==> config.mk <==
export PLATFORM = sky130hd
export DESIGN_NAME = sio_shifter
export DESIGN_NICKNAME = d
export VERILOG_FILES = /design/src/rtl/sio_shifter.sv
export SDC_FILE = /design/constraint.sdc
export NUM_CORES = 1
export LEC_CHECK = 0
export BUFFER_PORTS_ARGS = -buffer_cell sky130_fd_sc_hd__buf_2
export CORE_ASPECT_RATIO = 1.2
export CORE_MARGIN = 10
export CORE_UTILIZATION = 52
export CTS_BUF_LIST = sky130_fd_sc_hd__clkbuf_8
export DETAILED_ROUTE_END_ITERATION = 6
export MAX_ROUTING_LAYER = met4
export PLACE_DENSITY_LB_ADDON = 0.25
export SYNTH_ARGS = -nofsm -noshare
export SYNTH_HDL_FRONTEND = slang
export SYNTH_SLANG_ARGS = --single-unit
==> constraint.sdc <==
create_clock -name clk -period 1.9 [get_ports clk]
set_input_delay 0.19 -clock clk [delete_from_list [all_inputs] [get_ports clk]]
set_output_delay 0.19 -clock clk [all_outputs]
set_load 0.01 [all_outputs]
==> src/rtl/sio_shifter.sv <==
module sio_shifter #(
  parameter int DW    = 8,
  parameter int DIV_W = 8
) (
  input  logic             clk,
  input  logic             rst_n,
  input  logic             clk_in_mode,
  input  logic             cap_fall,
  input  logic [DIV_W-1:0] half_div,
  input  logic             tx_load,
  input  logic [DW-1:0]    tx_data,
  input  logic             rx_read,
  output logic             sclk_o,
  output logic             sclk_oe,
  input  logic             sclk_i,
  output logic             txd,
  input  logic             rxd,
  output logic [DW-1:0]    rx_buf,
  output logic             rx_full,
  output logic             overrun,
  output logic             tx_irq,
  output logic             rx_irq,
  output logic             busy
);
  localparam int CW = (DW > 1) ? $clog2(DW) : 1;

  logic [2:0]       sck_s;
  logic [1:0]       rxd_s;
  logic [1:0]       warm;
  logic             sclk_r, run;
  logic [DIV_W-1:0] dcnt;
  logic [CW-1:0]    bitcnt;
  logic [DW-1:0]    tx_sr, rx_sr;

  wire tick     = run && (dcnt == half_div);
  wire o_rise   = tick && !sclk_r;
  wire o_fall   = tick && sclk_r;
  wire ready    = (warm == 2'b11);
  wire e_rise   = ready && sck_s[1] && !sck_s[2];
  wire e_fall   = ready && !sck_s[1] && sck_s[2];
  wire cap      = clk_in_mode ? (cap_fall ? e_fall : e_rise) : o_rise;
  wire lau      = clk_in_mode ? (cap_fall ? e_rise : e_fall) : o_fall;
  wire last     = cap && (bitcnt == CW'(DW - 1));
  wire can_load = tx_load && !run && (bitcnt == '0);
  wire [DW-1:0] rx_next = {rxd_s[1], rx_sr[DW-1:1]};

  assign sclk_o  = sclk_r;
  assign sclk_oe = !clk_in_mode;
  assign txd     = tx_sr[0];
  assign busy    = run || (bitcnt != '0);

  always_ff @(posedge clk or negedge rst_n)
    if (!rst_n) begin
      sck_s <= '0;
      rxd_s <= '1;
      warm  <= '0;
    end else begin
      sck_s <= {sck_s[1:0], sclk_i};
      rxd_s <= {rxd_s[0], rxd};
      if (!ready) warm <= warm + 2'd1;
    end

  always_ff @(posedge clk or negedge rst_n)
    if (!rst_n) begin
      run    <= 1'b0;
      sclk_r <= 1'b1;
      dcnt   <= '0;
    end else if (can_load && !clk_in_mode) begin
      run  <= 1'b1;
      dcnt <= '0;
    end else if (run) begin
      if (tick) begin
        dcnt   <= '0;
        sclk_r <= !sclk_r;
        if (last) run <= 1'b0;
      end else begin
        dcnt <= dcnt + 1'b1;
      end
    end

  always_ff @(posedge clk or negedge rst_n)
    if (!rst_n) begin
      tx_sr  <= '1;
      rx_sr  <= '0;
      bitcnt <= '0;
    end else begin
      if (last)
        tx_sr <= '1;
      else if (can_load)
        tx_sr <= tx_data;
      else if (lau && bitcnt != '0)
        tx_sr <= {1'b1, tx_sr[DW-1:1]};
      if (cap) begin
        rx_sr  <= rx_next;
        bitcnt <= last ? '0 : bitcnt + 1'b1;
      end
    end

  always_ff @(posedge clk or negedge rst_n)
    if (!rst_n) begin
      rx_buf  <= '0;
      rx_full <= 1'b0;
      overrun <= 1'b0;
      tx_irq  <= 1'b0;
      rx_irq  <= 1'b0;
    end else begin
      tx_irq <= last;
      rx_irq <= last;
      if (last) begin
        if (!rx_full || rx_read) begin
          rx_buf  <= rx_next;
          rx_full <= 1'b1;
          overrun <= 1'b0;
        end else begin
          overrun <= 1'b1;
        end
      end else if (rx_read) begin
        rx_full <= 1'b0;
        overrun <= 1'b0;
      end
    end


  sclk_idle_chk: assert property (@(posedge clk) disable iff (!rst_n)
    (!clk_in_mode && !run) |-> sclk_o);


  txd_launch_chk: assert property (@(posedge clk) disable iff (!rst_n)
    (!clk_in_mode && run && $past(run) && !$stable(txd)) |-> $fell(sclk_o));


  irq_pulse_chk: assert property (@(posedge clk) disable iff (!rst_n)
    tx_irq |=> !tx_irq);


  rx_full_chk: assert property (@(posedge clk) disable iff (!rst_n)
    rx_irq |-> rx_full);


  ovr_hold_chk: assert property (@(posedge clk) disable iff (!rst_n)
    $rose(overrun) |-> $stable(rx_buf));


  read_clear_chk: assert property (@(posedge clk) disable iff (!rst_n)
    (rx_read && !last) |=> (!rx_full && !overrun));
endmodule

==> results.toml, run 1 <==
[critical_path]
cp-end-kind = "flip-flop"
cp-start-kind = "flip-flop"
critPathMaxFanout = 8
slowest_delay_ns = 0.42
cp_cell_sequence = "or3b_4 -> a21oi_4 -> and2_4 -> o21ai_4 -> buf_12 -> mux2_4"
crit_type = "flip-flop to flip-flop"
cpLargestDelayFamily = "simple AND/OR/NAND/NOR gates"
cpMaxStageDelayCell = "or3b_4"
crit_buf_inv = 1
crit_required_ns = 2.08
worst_ep_arrival_time_ns = 2.02

[placed_design]
routabilityCongestion = 0.8606
dp_slack_ns = -0.001446
hpwl_um = 3467
io_buffers = 39
dpl_cell_area_um2 = 2580

[timing]
setup_viol = 0
layout_setup_ws_ns = 0.05569
skew_ns = 0.007620
relSlewSlack = 0.6149
timing.fmax_mhz = 542.2
whs_ns = 0.05061
fin_setup_tns_ns = 0
hold_violations = 0
min_period_over_period = 0.9707
finalMaxSlewViolations = 0
tightest_slew_ns = 0.5776
final.min_clock_period_ns = 1.844

[logic_synthesis]
yosysWarnings = 0
synth_cells = 188
avgSynthCellArea_um2 = 11.91
ys.flop_type = "dfrtp_1"
synth-edff-count = 0
syn-cell-area_um2 = 2240
synth_cell_types = 42
seq_area_frac_synth = 0.5201
ys_ff_latch = 46
synth_nets = 217
synth-async-reset-ratio = 1.000

[cts]
cts_sinks = 46
clk_transition_reported_paths_ns = 0.08
cts_tree = "yes"
cts_buffers = 5
clock_latency_ns = 0.30
cts_root_buf = "clkbuf_8"
htreeDepth = 2
clock_path_buffers = 2

[detailed_routing]
met1_length_um = 2019
postRouteAntennaNets = 0
drc = 0
drt_pass1_iterations = 4
vias = 1671
dr_wl_met2_um = 2565
dr.first_iter.drc_count = 140
viasPerCell = 5.461
wl_met3_um = 323
highest_layer = "met4"
routed_wl_um = 4980
avgRoutedWirePerCell_um = 16.27

[pwr]
p_total_mw = 3.562
cellPowerDensity_nw_per_um2 = 1247
power_leakage_nw = 1.355
worst_ir_drop_vdd_v = 0.0007934

[grt]
grt_pass1_vias = 1707
globalRouteOverflowTotal = 0
grt_max_degree = 47
grt_usage = 0.1411
grt_pass1_wl_um = 8148
antenna_found_initial = 0

[die]
rows = 26
start_util = 0.5337
core_um2 = 4197
die_h_um = 91.89
io_pins = 40
die_w_um = 79.91
die_area_um2 = 7343

[finish]
finish.instance_area_um2 = 2856
num-fill-cells = 330
area_growth_pct = 27.54
finalNetCount = 278
drive_gt1_frac = 0.4560
n_antenna_cell = 0

[min_path]
hold_path.class = "input pin to flip-flop"

[run_status]
run_status = "complete, no violations"

[run]
cap_violations = 0
-- cells in the final DEF, fill, tap and decap left out, types with 3 or more instances in the layout --
| cell type | instances |
|---|---|
| buf_2 | 39 |
| dfrtp_1 | 34 |
| mux2_2 | 15 |
| buf_4 | 15 |
| and3_1 | 11 |
| dfstp_2 | 11 |
| nand2_1 | 8 |
| o21ai_0 | 8 |
| inv_1 | 7 |
| nor2_1 | 7 |
| a21boi_0 | 7 |
| o32a_1 | 7 |
| clkbuf_8 | 6 |
| xnor2_1 | 5 |
| xnor2_2 | 5 |
| nand3_1 | 5 |
| nand2b_1 | 3 |
| nand4_1 | 3 |
| ha_1 | 3 |
| dlygate4sd3_1 | 3 |
-- routing by layer --
metal  vias up  track usage
met5         -            -
met4         0      0.04559
met3         9      0.04785
met2        51       0.2259
met1       805       0.1613
li1        806            -
-- repair_timing --
action                                  CTS  global route
pin swaps                                 1             4
setup buffers                             1             2
resized for setup                         2            17
hold endpoints to repair                 37             0
endpoints found under the setup margin    7            25
hold buffers                              3             0
-- cells in the mapped netlist (all sizes together) (4+ instances only) --
cell     n  area (um2)
dfrtp   35       875.8
inv      6       22.52
a21oi    5       36.29
and2     4       26.28
nor2     7       26.28
ha       5       62.56
buf      4       22.52
a21boi   7       52.55
xnor2   10       87.58
o21ai    9       56.31
o32a     7       70.07
and3    12       75.07
dfstp   11       289.0
mux2    19       214.0
nand3    6       30.03
nand2    9       33.78
-- cell families after synthesis --
group / count (synthesis) / synth area share
flops: 46 / 0.5201
compound gates: 38 / 0.1324
xor+xnor: 12 / 0.04693
buf+inv: 10 / 0.02011
simple gates: 58 / 0.1570
mux: 19 / 0.09553
fa+ha+maj: 5 / 0.02793
-- worst paths after layout --
path / from / end / slack [ns] / depth (start not counted)
worst max-delay path: sck_s[2] / rx_buf[0] / 0.06 / 6
worst min-delay path: rx_read / overrun / 0.05 / 2
worst max register to register: sck_s[2] / rx_buf[0] / 0.06 / 6
worst min register to register: sck_s[0] / sck_s[1] / 0.36 / 0
max in group asynchronous: rst_n / dcnt[4] / 1.00 / 3
min in group asynchronous: rst_n / dcnt[2] / 0.50 / 3
-- final cells by class --
type | count | area [um2] | area share
sequential | 46 | 1166 | 0.4082
multi-input combinational | 132 | 1124 | 0.3933
timing repair buffer | 58 | 357.8 | 0.1253
clock buffer | 6 | 82.58 | 0.02891
tap | 56 | 70.07 | 0.02453
clock inverter | 2 | 33.78 | 0.01183
inverter | 6 | 22.52 | 0.007884
-- registers in the layout, summed over array words and instances (netlist names) --
signal / cells
bitcnt: 3
rxd_s: 2
rx_buf: 8
warm: 2
tx_sr: 8
rx_full: 1
run: 1
overrun: 1
sclk_o: 1
rx_sr: 7
sck_s: 3
dcnt: 8
rx_irq: 1
-- per-stage QoR --
step,instances,utilization
6_report,306,0.6807
5_1_grt,306,0.6807
3_5_place_dp,292,0.6148
3_3_place_gp,292,0.6148
4_1_cts,304,0.6562
2_1_floorplan,188,-
-- where the power goes --
group | switching (mW) | internal [mW]
logic | 0.542 | 0.681
registers | 0.233 | 1.36
clock network | 0.320 | 0.424
Note: power is estimated with default switching activity, not from simulation.
==> inputs of run 2 (changes only) <==
--- a/config.mk
+++ b/config.mk
@@ -13,6 +13,7 @@
 export DETAILED_ROUTE_END_ITERATION = 6
 export MAX_ROUTING_LAYER = met4
 export PLACE_DENSITY_LB_ADDON = 0.25
+export REMOVE_ABC_BUFFERS = 1
 export SYNTH_ARGS = -nofsm -noshare
 export SYNTH_HDL_FRONTEND = slang
 export SYNTH_SLANG_ARGS = --single-unit
==> run 2 against run 1 <==
Against the previous run: maximum frequency down 1.2%; clock-buffer cell count up 1; global-route usage up 0.055 points; via count up 2.6%; utilization up 2.4 points; first-iteration DRC count down 39%.
==> results.toml, run 2 (synthesis gave the netlist of run 1 again) <==
[finish]
drive_gt1_frac = 0.5079
final_cell_mix = "buf_2, dfrtp_1, mux2_2"
finalNetCount = 282
final_common_cell = "buf_2"
area_growth_pct = 32.12
n_antenna_cell = 0
reg_top3 = "dcnt: 8 flops, rx_buf: 8 flops, tx_sr: 8 flops"

[cts]
clock_path_buffers = 2
htreeDepth = 2
clock_latency_ns = 0.30
cts_buffers = 5
cts_sinks = 46
clk_transition_reported_paths_ns = 0.09
cts_tree = "yes"
cts_root_buf = "clkbuf_8"

[die]
rows = 26
die_area_um2 = 7343
core_um2 = 4197
die_h_um = 91.89
start_util = 0.5337
io_pins = 40
die_w_um = 79.91

[critical_path]
cp-start-kind = "flip-flop"
crit_required_ns = 2.09
worst_ep_arrival_time_ns = 2.06
slowest_delay_ns = 0.38
cpMaxStageDelayCell = "or3b_4"
crit_type = "flip-flop to flip-flop"
cp-end-kind = "flip-flop"
cp_cell_sequence = "buf_6 -> or3b_4 -> a21oi_4 -> and2_4 -> o21ai_4 -> buf_12 -> mux2_1"
critPathMaxFanout = 8

[timing]
whs_ns = 0.04857
skew_ns = 0.008671
setup_viol = 0
relSlewSlack = 0.6784
finalMaxSlewViolations = 0
fin_setup_tns_ns = 0
min_period_over_period = 0.9824
hold_violations = 0
timing.fmax_mhz = 535.7
final.min_clock_period_ns = 1.867
tightest_slew_ns = 0.4824

[pwr]
pwr-share-seq = 0.450
clkPwrFrac = 0.184
p_total_mw = 3.577
p_sw_mw = 1.131
combPwrFrac = 0.365
worst_ir_drop_vdd_v = 0.0007086
cellPowerDensity_nw_per_um2 = 1209
power_leakage_nw = 1.396
switching_share = 0.3161
intPower_mw = 2.446

[detailed_routing]
postRouteAntennaNets = 0
dr.first_iter.drc_count = 86
viasPerCell = 5.532
routed_wl_um = 5156
drc = 0
avgRoutedWirePerCell_um = 16.63
drt_pass1_iterations = 4
vias = 1715

[placed_design]
io_buffers = 39
routabilityCongestion = 0.8354
hpwl_um = 3527

[grt]
globalRouteOverflowTotal = 0
grt_usage = 0.1417
grt_pass1_vias = 1745
grt_max_degree = 27
grt_pass1_wl_um = 8259
antenna_found_initial = 0

[run_status]
run_status = "complete, no violations"

[min_path]
hold_path.class = "input pin to flip-flop"

[run]
cap_violations = 0
==> run 2: cell count changes in the layout (fill, tap and decap cells not counted), moves of 2 or more <==
cell,before,now
and3_4,1,3
buf_4,15,13
buf_12,1,3
and3_1,11,9
inv_1,7,5
buf_6,0,4
a21boi_1,0,2
a21boi_0,7,5
==> run 2: per-layer routing <==
metal | share of wire | track usage | vias to the layer above | routed length (um)
li1 | - | - | 820 | -
met1 | 0.41 | 0.1612 | 847 | 2117
met2 | 0.52 | 0.2279 | 38 | 2675
met3 | 0.056 | 0.04688 | 10 | 291
met4 | 0.014 | 0.04706 | 0 | 72
met5 | 0 | - | - | 0
==> run 2: final timing paths <==
kind                          start   endpoint  slack (ns)  cells after the start
min in group asynchronous     rst_n    dcnt[4]        0.38                      2
setup reg to reg           sck_s[1]  rx_buf[6]        0.03                      7
max in group asynchronous     rst_n   tx_sr[7]        0.96                      3
hold reg to reg            rxd_s[0]   rxd_s[1]        0.36                      0
setup / recovery           sck_s[1]  rx_buf[6]        0.03                      7
hold / removal              rx_read    overrun        0.05                      2
==> run 2: critical path, delay by kind of cell, from the launching register on <==
kind | cells | cell delay [ns]
AND/OR/NAND/NOR | 2 | 0.57
flip-flops | 1 | 0.37
multiplexers | 1 | 0.30
AO/OA/AOI/OAI | 2 | 0.26
buffers and inverters | 2 | 0.25
==> run 2: through the flow <==
| stage | area, um2 | util | instances | setup slack (ns) |
|---|---|---|---|---|
| global route | 2959 | 0.7051 | 310 | -0.02300 |
| global placement | 2590 | 0.6172 | 290 | 0.01669 |
| CTS | 2755 | 0.6565 | 303 | 0.001259 |
| finish | 2959 | 0.7051 | 310 | 0.03341 |
| detailed placement | 2590 | 0.6172 | 290 | -0.04851 |
| floorplan | 2217 | - | 184 | 0.08090 |
==> run 2: cell type report <==
class / count / area, um2
Timing Repair Buffer: 62 / 427.9
Clock buffer: 7 / 96.34
Clock inverter: 1 / 8.758
Inverter: 6 / 25.02
Fill cell: 298 / 1237
Sequential cell: 46 / 1167
Tap cell: 56 / 70.07
Multi-Input combinational cell: 132 / 1164
==> run 2: power groups by stage <==
stage	clock (mW)	sequential [mW]	combinational [mW]
2_1_floorplan	0	1.59	0.700
3_3_place_gp	0	1.60	1.04
3_5_place_dp	0	1.61	1.08
4_1_cts	0.675	1.59	1.11
5_1_grt	0.723	1.67	1.44
6_report	0.659	1.61	1.31
==> run 2: repair_timing <==
action | 4_1_cts | 5_1_grt
hold endpoints to repair | 19 | 0
cloned | 0 | 1
gates resized for setup | 1 | 38
endpoints found under the setup margin | 8 | 17
buffers inserted | 2 | 6
hold buffers | 3 | 0
pin swaps | 2 | 10
